## src/rtl/owr_pkg.sv

```systemverilog
package owr_pkg;

    localparam int ID_W   = 64;
    localparam int CODE_W = 8;

    localparam logic [CODE_W-1:0] CMD_READ   = 8'h33;
    localparam logic [CODE_W-1:0] CMD_MATCH  = 8'h55;
    localparam logic [CODE_W-1:0] CMD_SEARCH = 8'hF0;
    localparam logic [CODE_W-1:0] CMD_SKIP   = 8'hCC;
    localparam logic [CODE_W-1:0] CMD_FSKIP  = 8'h3C;
    localparam logic [CODE_W-1:0] CMD_FMATCH = 8'h69;

    typedef enum logic [2:0] {
        ST_CMD, ST_READ, ST_MATCH, ST_SEARCH, ST_SEL, ST_DEAD
    } rom_state_e;

    typedef enum logic [1:0] {
        PH_TRUE, PH_CMPL, PH_WRITE
    } srch_phase_e;

    // One step of the reflected x8+x5+x4+1 checksum
    function automatic logic [7:0] crc8_step(input logic [7:0] c, input logic b);
        logic fb;
        fb = c[0] ^ b;
        return (c >> 1) ^ (fb ? 8'h8C : 8'h00);
    endfunction

    function automatic logic [7:0] crc8_low56(input logic [ID_W-1:0] d);
        logic [7:0] c;
        c = '0;
        for (int i = 0; i < 56; i++) c = crc8_step(c, d[i]);
        return c;
    endfunction

    function automatic logic [7:0] crc8_all64(input logic [ID_W-1:0] d);
        logic [7:0] c;
        c = '0;
        for (int i = 0; i < ID_W; i++) c = crc8_step(c, d[i]);
        return c;
    endfunction

    function automatic logic [ID_W-1:0] id_build(input logic [7:0] fam, input logic [47:0] ser);
        logic [ID_W-1:0] v;
        v = {8'h00, ser, fam};
        v[63:56] = crc8_low56(v);
        return v;
    endfunction

endpackage

```

## src/rtl/owr_cmd_shift.sv

```systemverilog
module owr_cmd_shift #(
    parameter int CW = 8
) (
    input  logic          clk,
    input  logic          rst,
    input  logic          clr,
    input  logic          en,
    input  logic          rx_valid,
    input  logic          rx_bit,
    output logic          done,
    output logic [CW-1:0] code
);
    localparam int CNT_W = $clog2(CW);

    logic [CW-1:0]    sh;
    logic [CNT_W-1:0] cnt;

    assign done = en && rx_valid && (cnt == CNT_W'(CW - 1));
    assign code = {rx_bit, sh[CW-1:1]};

    always_ff @(posedge clk) begin
        if (rst || clr) begin
            sh  <= '0;
            cnt <= '0;
        end else if (en && rx_valid) begin
            sh  <= {rx_bit, sh[CW-1:1]};
            cnt <= cnt + 1'b1;
        end
    end
endmodule

```

## src/rtl/owr_id_cursor.sv

```systemverilog
module owr_id_cursor #(
    parameter int W = 64
) (
    input  logic         clk,
    input  logic         rst,
    input  logic         clr,
    input  logic         adv,
    input  logic [W-1:0] id,
    output logic         cur_bit,
    output logic         last
);
    localparam int IW = $clog2(W);

    logic [IW-1:0] idx;

    assign cur_bit = id[idx];
    assign last    = (idx == IW'(W - 1));

    always_ff @(posedge clk) begin
        if (rst || clr)         idx <= '0;
        else if (adv && !last)  idx <= idx + 1'b1;
    end
endmodule

```

## src/rtl/owr_speed_ctl.sv

```systemverilog
module owr_speed_ctl (
    input  logic clk,
    input  logic rst,
    input  logic slow_now,
    input  logic go_fast,
    input  logic restore,
    output logic od
);
    logic prev;

    always_ff @(posedge clk) begin
        if (rst) begin
            od   <= 1'b0;
            prev <= 1'b0;
        end else if (slow_now) begin
            od   <= 1'b0;
            prev <= 1'b0;
        end else if (go_fast) begin
            prev <= od;
            od   <= 1'b1;
        end else if (restore) begin
            od   <= prev;
        end
    end


    od_long_chk: assert property (@(posedge clk) disable iff (rst)
        $past(slow_now) |-> !od);


    od_rise_chk: assert property (@(posedge clk) disable iff (rst)
        $rose(od) |-> $past(go_fast));
endmodule

```

## src/rtl/owr_rom_selector.sv

```systemverilog
module owr_rom_selector
    import owr_pkg::*;
#(
    parameter logic [7:0]  FAMILY = 8'h1A,
    parameter logic [47:0] SERIAL = 48'h5C3A_91E0_4D27
) (
    input  logic clk,
    input  logic rst,
    input  logic reset_seen,
    input  logic reset_long,
    input  logic rx_valid,
    input  logic rx_bit,
    input  logic tx_req,
    output logic tx_bit,
    output logic selected,
    output logic od_set
);
    localparam logic [ID_W-1:0] ID = id_build(FAMILY, SERIAL);


    initial begin
        id_crc_chk: assert (crc8_all64(ID) == 8'h00)
            else $error("identity checksum does not close");
    end

    rom_state_e   st, st_n;
    srch_phase_e  ph, ph_n;
    logic         fm, fm_n;
    logic         cmd_done;
    logic [CODE_W-1:0] code;
    logic         cur_bit, last, cur_adv, cur_clr;
    logic         go_fast, restore;

    owr_cmd_shift #(.CW(CODE_W)) u_cmd (
        .clk(clk), .rst(rst),
        .clr(reset_seen || st != ST_CMD),
        .en(st == ST_CMD && !reset_seen),
        .rx_valid(rx_valid), .rx_bit(rx_bit),
        .done(cmd_done), .code(code)
    );

    assign cur_clr = reset_seen || st == ST_CMD;

    owr_id_cursor #(.W(ID_W)) u_cur (
        .clk(clk), .rst(rst), .clr(cur_clr), .adv(cur_adv),
        .id(ID), .cur_bit(cur_bit), .last(last)
    );

    owr_speed_ctl u_spd (
        .clk(clk), .rst(rst),
        .slow_now(reset_seen && reset_long),
        .go_fast(go_fast), .restore(restore),
        .od(od_set)
    );

    always_comb begin
        st_n    = st;
        ph_n    = ph;
        fm_n    = fm;
        cur_adv = 1'b0;
        go_fast = 1'b0;
        restore = 1'b0;
        if (reset_seen) begin
            st_n = ST_CMD;
            ph_n = PH_TRUE;
            fm_n = 1'b0;
        end else begin
            unique case (st)
                ST_CMD: if (cmd_done) begin
                    fm_n = 1'b0;
                    ph_n = PH_TRUE;
                    case (code)
                        CMD_READ:   st_n = ST_READ;
                        CMD_MATCH:  st_n = ST_MATCH;
                        CMD_SEARCH: st_n = ST_SEARCH;
                        CMD_SKIP:   st_n = ST_SEL;
                        CMD_FSKIP: begin
                            st_n    = ST_SEL;
                            go_fast = 1'b1;
                        end
                        CMD_FMATCH: begin
                            st_n    = ST_MATCH;
                            fm_n    = 1'b1;
                            go_fast = 1'b1;
                        end
                        default:    st_n = ST_DEAD;
                    endcase
                end
                ST_READ: if (tx_req) begin
                    if (last) st_n = ST_DEAD;
                    else      cur_adv = 1'b1;
                end
                ST_MATCH: if (rx_valid) begin
                    if (rx_bit != cur_bit) begin
                        st_n    = ST_DEAD;
                        restore = fm;
                    end else if (last) begin
                        st_n = ST_SEL;
                    end else begin
                        cur_adv = 1'b1;
                    end
                end
                ST_SEARCH: begin
                    case (ph)
                        PH_TRUE: if (tx_req) ph_n = PH_CMPL;
                        PH_CMPL: if (tx_req) ph_n = PH_WRITE;
                        PH_WRITE: if (rx_valid) begin
                            if (rx_bit != cur_bit || last) begin
                                st_n = ST_DEAD;
                            end else begin
                                cur_adv = 1'b1;
                                ph_n    = PH_TRUE;
                            end
                        end
                        default: ph_n = PH_TRUE;
                    endcase
                end
                default: ;
            endcase
        end
    end

    always_ff @(posedge clk) begin
        if (rst) begin
            st <= ST_DEAD;
            ph <= PH_TRUE;
            fm <= 1'b0;
        end else begin
            st <= st_n;
            ph <= ph_n;
            fm <= fm_n;
        end
    end

    always_comb begin
        tx_bit = 1'b1;
        if (st == ST_READ)
            tx_bit = cur_bit;
        else if (st == ST_SEARCH && ph == PH_TRUE)
            tx_bit = cur_bit;
        else if (st == ST_SEARCH && ph == PH_CMPL)
            tx_bit = ~cur_bit;
    end

    assign selected = (st == ST_SEL);


    sel_rise_chk: assert property (@(posedge clk) disable iff (rst)
        $rose(selected) |-> $past(rx_valid) && !$past(reset_seen));


    desel_chk: assert property (@(posedge clk) disable iff (rst)
        $past(reset_seen) |-> !selected);


    od_short_chk: assert property (@(posedge clk) disable iff (rst)
        $past(reset_seen && !reset_long) |-> od_set == $past(od_set));


    dead_quiet_chk: assert property (@(posedge clk) disable iff (rst)
        $past(st == ST_DEAD && !reset_seen) |-> !selected && tx_bit);
endmodule

```

## config.mk

```make
export PLATFORM = sky130hd
export DESIGN_NAME = owr_rom_selector
export DESIGN_NICKNAME = d
export VERILOG_FILES = /design/src/rtl/owr_pkg.sv /design/src/rtl/owr_cmd_shift.sv /design/src/rtl/owr_id_cursor.sv /design/src/rtl/owr_speed_ctl.sv /design/src/rtl/owr_rom_selector.sv
export SDC_FILE = /design/constraint.sdc
export NUM_CORES = 1
export LEC_CHECK = 0
export CAP_MARGIN = 20
export CORE_ASPECT_RATIO = 0.6
export CORE_MARGIN = 2
export CORE_UTILIZATION = 65
export CTS_CLUSTER_DIAMETER = 40
export DETAILED_ROUTE_END_ITERATION = 6
export DONT_BUFFER_PORTS = 1
export PLACE_DENSITY = 0.9
export SYNTH_ARGS = -nofsm -noshare
export SYNTH_HDL_FRONTEND = slang
export SYNTH_SLANG_ARGS = --single-unit
```

## constraint.sdc

```tcl
create_clock -name clk -period 6.1 [get_ports clk]
set_input_delay 0.915 -clock clk [delete_from_list [all_inputs] [get_ports clk]]
set_output_delay 0.915 -clock clk [all_outputs]
set_load 0.01 [all_outputs]
```

==> results of run 1 <==
-- logic make-up after synthesis --
logic type	share of synthesized area (%)
xor+xnor	4.997
simple gates	26.81
fa+ha+maj	4.926
mux	3.941
flops	28.15
compound gates	25.97
buf+inv	5.208
-- worst paths after layout --
path	endpoint
min reg2reg	u_cmd.cnt[2]
min	u_cmd.cnt[2]
max reg2reg	cur_bit
max	cur_bit
-- cell usage in the layout, fill, tap and decap left out, types with 3 or more instances in the layout --
cell,instances
o21bai_1,5
xor2_1,4
nand2_1,31
mux2i_1,7
dfxtp_1,25
o211ai_1,4
o22ai_1,3
inv_1,11
xnor2_1,3
or4bb_1,3
nand2b_1,6
clkbuf_8,3
nor3_1,5
a21oi_1,18
ha_1,7
and3_1,3
nand3_1,7
nor2_1,22
o21ai_0,4
-- power breakdown --
group / switching [uW] / total (uW) / leakage (uW) / internal (uW)
sequential: 3.09 / 167 / 0.000202 / 164
clock: 59.7 / 108 / 0.0000261 / 48.0
combinational: 14.1 / 21.6 / 0.000398 / 7.59
-- sequential cells by signal (all words and copies together), names as in the netlist --
register / count
u_cur.idx: 6
ph: 2
u_spd.prev: 1
st: 3
u_cmd.sh: 7
fm: 1
u_spd.od: 1
u_cmd.cnt: 3
cur_bit: 1
-- metrics by stage --
stage          setup slack (ns)  area, um^2  hold WS, ns
2_1_floorplan             3.123        1778       0.4400
5_1_grt                   2.978        1817       0.5015
6_report                  3.107        1817       0.4808
3_5_place_dp              2.970        1767       0.4664
3_3_place_gp              3.124        1767       0.4468
4_1_cts                   3.190        1817       0.4801
-- per-layer routing --
layer	wire length, um	part of all wire (%)	vias to the layer above	global-route usage [%]
met5	0	0	-	0
met1	1970	44	747	39.25
met4	48	1.1	0	7.170
met2	1882	42	113	47.04
li1	-	-	780	-
met3	570	13	7	7.973
-- worst max-delay path, cell delays in order, from the launching register on --
cell	delay [ns]
dfxtp_1	0.45
ha_1	0.31
nand3_1	0.21
o22ai_1	0.57
mux2i_1	0.34
nor2_1	0.10
inv_1	0.12
ha_1	0.22
mux2i_1	0.10
a211o_1	0.32
a32oi_1	0.16
-- area by class of cell --
type                            instances  area [um^2]
Tap cell                               32        40.04
Clock buffer                            3        41.29
Sequential cell                        25        500.5
Multi-Input combinational cell        175         1185
Fill cell                             197        740.7
Clock inverter                          1        8.758
Inverter                               11        41.29
==> qor.txt, run 1 <==
Routed len/inst = 18.10 um
First-pass DRT Iterations = 5
Final nets = 230
Post-layout util = 71.04%
Ys async rst share = 0%
Reg2reg start = u_cur.idx[0]
All-Layer GR Usage = 29.14%
Skew final = 0.004125 ns
Startpoint types = flop
Core ar. = 0.002557 mm^2
I/O pin count = 10
Post-synth EDFFs = 0
Total negative slack = 0 ns
Leakage = 0.0006257 uW
Total congestion overflow = 0
Ys flop type = dfxtp_1
Power, Total = 296.7 uW
Synth top area cells = dfxtp_1 (28%), nand2_1 (6.5%), a21oi_1 (5.1%)
Setup repair bufs after CTS = 0
Top-count cell post-synth = nand2_1
Mapped Area = 0.001778 mm^2
Vias = 1647
Ys Warns = 0
Final antenna-violating net count = 0
Synth top area share = 28.15%
Clock transition at path regs = 0.10 ns
Iteration-0 DRC Markers = 265
Vias per cell = 6.668
Port Buffer Count = 0
Leading area contributor after synthesis = dfxtp_1
Synth Instances = 221
Clock root cell = clkbuf_8
Detailed placement HPWL = 3.293 mm
Worst-Skew Late Latency = 0.28 ns
Hold Buf Count CTS = 0
FP Rows = 14
Seq/Total Area, Yosys = 28.15%
Initial core utilization = 69.52%
Post_cts resized = 0
GPL Wtd Cong = 0.9285
Hold path startpoint = u_cmd.cnt[2]
Hold/Removal Path Class = flop to flop
Count of pins over their slew limit = 0
Status = finished, final reports clean
Worst Path Arrival = 3.19 ns
Die area = 0.003183 mm^2
Final wirelength = 4.471 mm
Syn_area_per_cell = 8.045 um^2
Critical path type = flop to flop
Commonest cells post-synth = nand2_1 (31), dfxtp_1 (25), nor2_1 (22)
Setup violation total in the final timing report = 0
Synth unique cells = 58
RSZ-0062 raised after global routing = no
Critical Path Start = u_cur.idx[0]
Mapped Nets = 235
Placed cells = 243
Max-cap violation count = 0
Hold path depth = 2
Initial antenna violation count = 0
Pin count of the biggest net entering global routing = 17
Peak supply drop = 131.4 uV
Worst reg2reg path depth = 10
Layout cells sized above 1 = 6.512%
Yosys reg bits = 25
DRC Markers = 0
Crit. End Element = flop
Final period util = 49.06%
FMAX = 0.3341 GHz
Synth-to-layout area growth = 2.181%
Worst-path fanout max = 7
TritonCTS Buffers = 3
DIE HEIGHT = 44.51 um
Reg2reg setup slack = 3.11 ns
Pwr Density = 163.3 mW/mm^2
Die X = 71.52 um
Final Non-Filler Cells = 247
Vias in the first global route = 1532
Max_slew headroom = 50.50%
Clock Sinks = 25
First-pass GRT wire length = 7.203 mm
H-Tree Depth = 1
# diodes = 0
CTS tree = done
Final min period = 2.993 ns
Actual slew at the worst max-slew pin = 0.7397 ns
Clock Path Buffers = 2
Data required, critical path = 6.30 ns
Final Hold Vio Count = 0
(Power assumes the default switching activity.)
==> run 2: changes to the inputs <==
--- a/config.mk
+++ b/config.mk
@@ -8,11 +8,11 @@
 export CAP_MARGIN = 20
 export CORE_ASPECT_RATIO = 0.6
 export CORE_MARGIN = 2
-export CORE_UTILIZATION = 65
+export CORE_UTILIZATION = 63
 export CTS_CLUSTER_DIAMETER = 40
 export DETAILED_ROUTE_END_ITERATION = 6
 export DONT_BUFFER_PORTS = 1
-export PLACE_DENSITY = 0.9
+export PLACE_DENSITY = 0.88
 export SYNTH_ARGS = -nofsm -noshare
 export SYNTH_HDL_FRONTEND = slang
 export SYNTH_SLANG_ARGS = --single-unit
==> constraint.sdc (replaced) <==
create_clock -name clk -period 3 [get_ports clk]
set_input_delay 0.45 -clock clk [delete_from_list [all_inputs] [get_ports clk]]
set_output_delay 0.45 -clock clk [all_outputs]
set_load 0.01 [all_outputs]
==> run 2 against run 1 <==
Clock skew up 0.0048 ns. Highest routed layer unchanged. First-iteration DRC count down 21%. Sequential share of layout area down 0.19 points. Cell count up 0.40%. Setup slack worse by 2.9 ns. Critical path depth up 1. Via count up 2.3%.
==> qor.txt, run 2 (synthesis results as in run 1) <==
Status = finished, final reports clean
Max incr delay on CP = 0.43 ns
Power, Total = 597.6 uW
Pwr Density = 326.7 mW/mm^2
Final antenna-violating net count = 0
Actual slew at the worst max-slew pin = 0.7185 ns
Seq pwr share = 56.8%
Slowest CP cell = dfxtp_1
Hold/Removal Path Class = input port to flop
Skew final = 0.008919 ns
Sw frac = 25.56%
Die area = 0.003277 mm^2
Total negative slack = 0 ns
Vias per cell = 6.794
Final Worst Setup Slack = 0.1992 ns
Clock transition at path regs = 0.10 ns
Count of pins over their slew limit = 0
GPL Wtd Cong = 0.9337
Worst-path cell chain = ha_1 -> nand3_1 -> o22ai_2 -> mux2i_1 -> nor2_1 -> inv_1 -> ha_1 -> inv_1 -> a311o_1 -> a31oi_1 -> a32oi_1
Final min period = 2.801 ns
Iteration-0 DRC Markers = 209
Pin count of the biggest net entering global routing = 16
Max_slew headroom = 51.73%
First-pass DRT Iterations = 5
H-Tree Depth = 1
Routed len/inst = 18.39 um
CTS tree = done
Initial core utilization = 68.58%
Crit. End Element = flop
I/O pin count = 10
DRC Markers = 0
Setup violation total in the final timing report = 0
Vias in the first global route = 1536
FMAX = 0.3570 GHz
Detailed placement HPWL = 3.356 mm
Comb power frac = 7.5%
Clock Sinks = 25
Data required, critical path = 3.16 ns
Final wirelength = 4.560 mm
All-Layer GR Usage = 29.95%
Largest registers = u_cmd.sh x7, u_cur.idx x6
Power Internal = 444.9 uW
First-pass GRT wire length = 7.348 mm
Post-place setup slack = 0.1739 ns
DIE HEIGHT = 45.15 um
Peak supply drop = 301.5 uV
Vias = 1685
Clk pwr share = 35.6%
Most frequent cells in the layout = nand2_1 (31), dfxtp_1 (25), nor2_1 (22)
Biggest register = u_cmd.sh
Worst-Skew Late Latency = 0.28 ns
Worst Path Arrival = 2.96 ns
Worst-path fanout max = 7
Post-layout util = 70.56%
Critical path type = flop to flop
Commonest non-fill, non-tap cell in the layout = nand2_1
Max reg flops = 7
Clock root cell = clkbuf_8
Final nets = 231
Final period util = 93.36%
Port Buffer Count = 0
Die X = 72.58 um
# diodes = 0
Core ar. = 0.002592 mm^2
Startpoint types = flop
Max-cap violation count = 0
Final Hold Vio Count = 0
# fillers = 196
Switching power = 152.7 uW
Leakage = 0.0006277 uW
Synth-to-layout area growth = 2.885%
Total congestion overflow = 0
Setup repair bufs after CTS = 0
Clock Path Buffers = 2
Initial antenna violation count = 0
TritonCTS Buffers = 3
Layout cells sized above 1 = 7.407%
FP Rows = 14
[run 2: cell types whose count changed in the layout (fill, tap and decap cells not counted)]
cell        delta
buf_4          +1
inv_6          -1
o22ai_2        +1
clkinvlp_4     +1
o22ai_1        -1
[run 2: area by class of cell]
cell class / instances / area (um^2) / share of cell area, %
multi-input cells: 175 / 1191 / 65.12
flip-flops and latches: 25 / 500.5 / 27.36
clock buffers: 3 / 41.29 / 2.257
inverters: 11 / 41.29 / 2.257
well taps: 32 / 40.04 / 2.189
clock inverters: 1 / 7.507 / 0.4104
repair buffers: 1 / 7.507 / 0.4104
[run 2: repair_timing]
action,CTS,global route
setup endpoints to repair,0,1
gates resized for setup,0,1
hold buffers,0,0
[run 2: worst paths after layout]
path | startpoint | to | slack (ns) | depth (start not counted)
min | reset_seen | st[0] | 0.26 | 1
max reg2reg | u_cur.idx[0] | cur_bit | 0.20 | 11
min reg2reg | u_cmd.cnt[1] | u_cmd.cnt[1] | 0.48 | 2
max | u_cur.idx[0] | cur_bit | 0.20 | 11
[run 2: worst max-delay path: cells and delay by family (launching register included)]
| kind | cells | cell delay, ns |
|---|---|---|
| AOI/OAI and AO/OA | 4 | 0.94 |
| adders and majority gates | 2 | 0.45 |
| DFF | 1 | 0.43 |
| muxes | 1 | 0.34 |
| and+or+nand+nor | 2 | 0.32 |
| buffers and inverters | 2 | 0.19 |
[run 2: power by group through the flow]
stage	logic, uW	registers (uW)	clock network [uW]
2_1_floorplan	42.2	344	0
3_3_place_gp	41.1	347	0
3_5_place_dp	43.1	347	0
4_1_cts	43.4	340	214
5_1_grt	48.5	340	228
6_report	44.9	340	213
[run 2: metal layers]
metal | vias to the layer above | share of wire, % | track usage (%)
met2 | 106 | 42 | 44.36
li1 | 783 | - | -
met5 | - | 0 | 0
met1 | 782 | 44 | 41.98
met4 | 0 | 1.3 | 6.667
met3 | 14 | 12 | 10.94
[run 2: per-stage QoR]
| stage | hold WS (ns) | cells | cell area [um^2] |
|---|---|---|---|
| after CTS | 0.2584 | 248 | 1823 |
| after global routing | 0.2495 | 248 | 1829 |
| after floorplan | 0.4400 | 221 | 1778 |
| after global placement | 0.4464 | 244 | 1774 |
| after detailed placement | 0.4636 | 244 | 1774 |
| final | 0.2569 | 248 | 1829 |
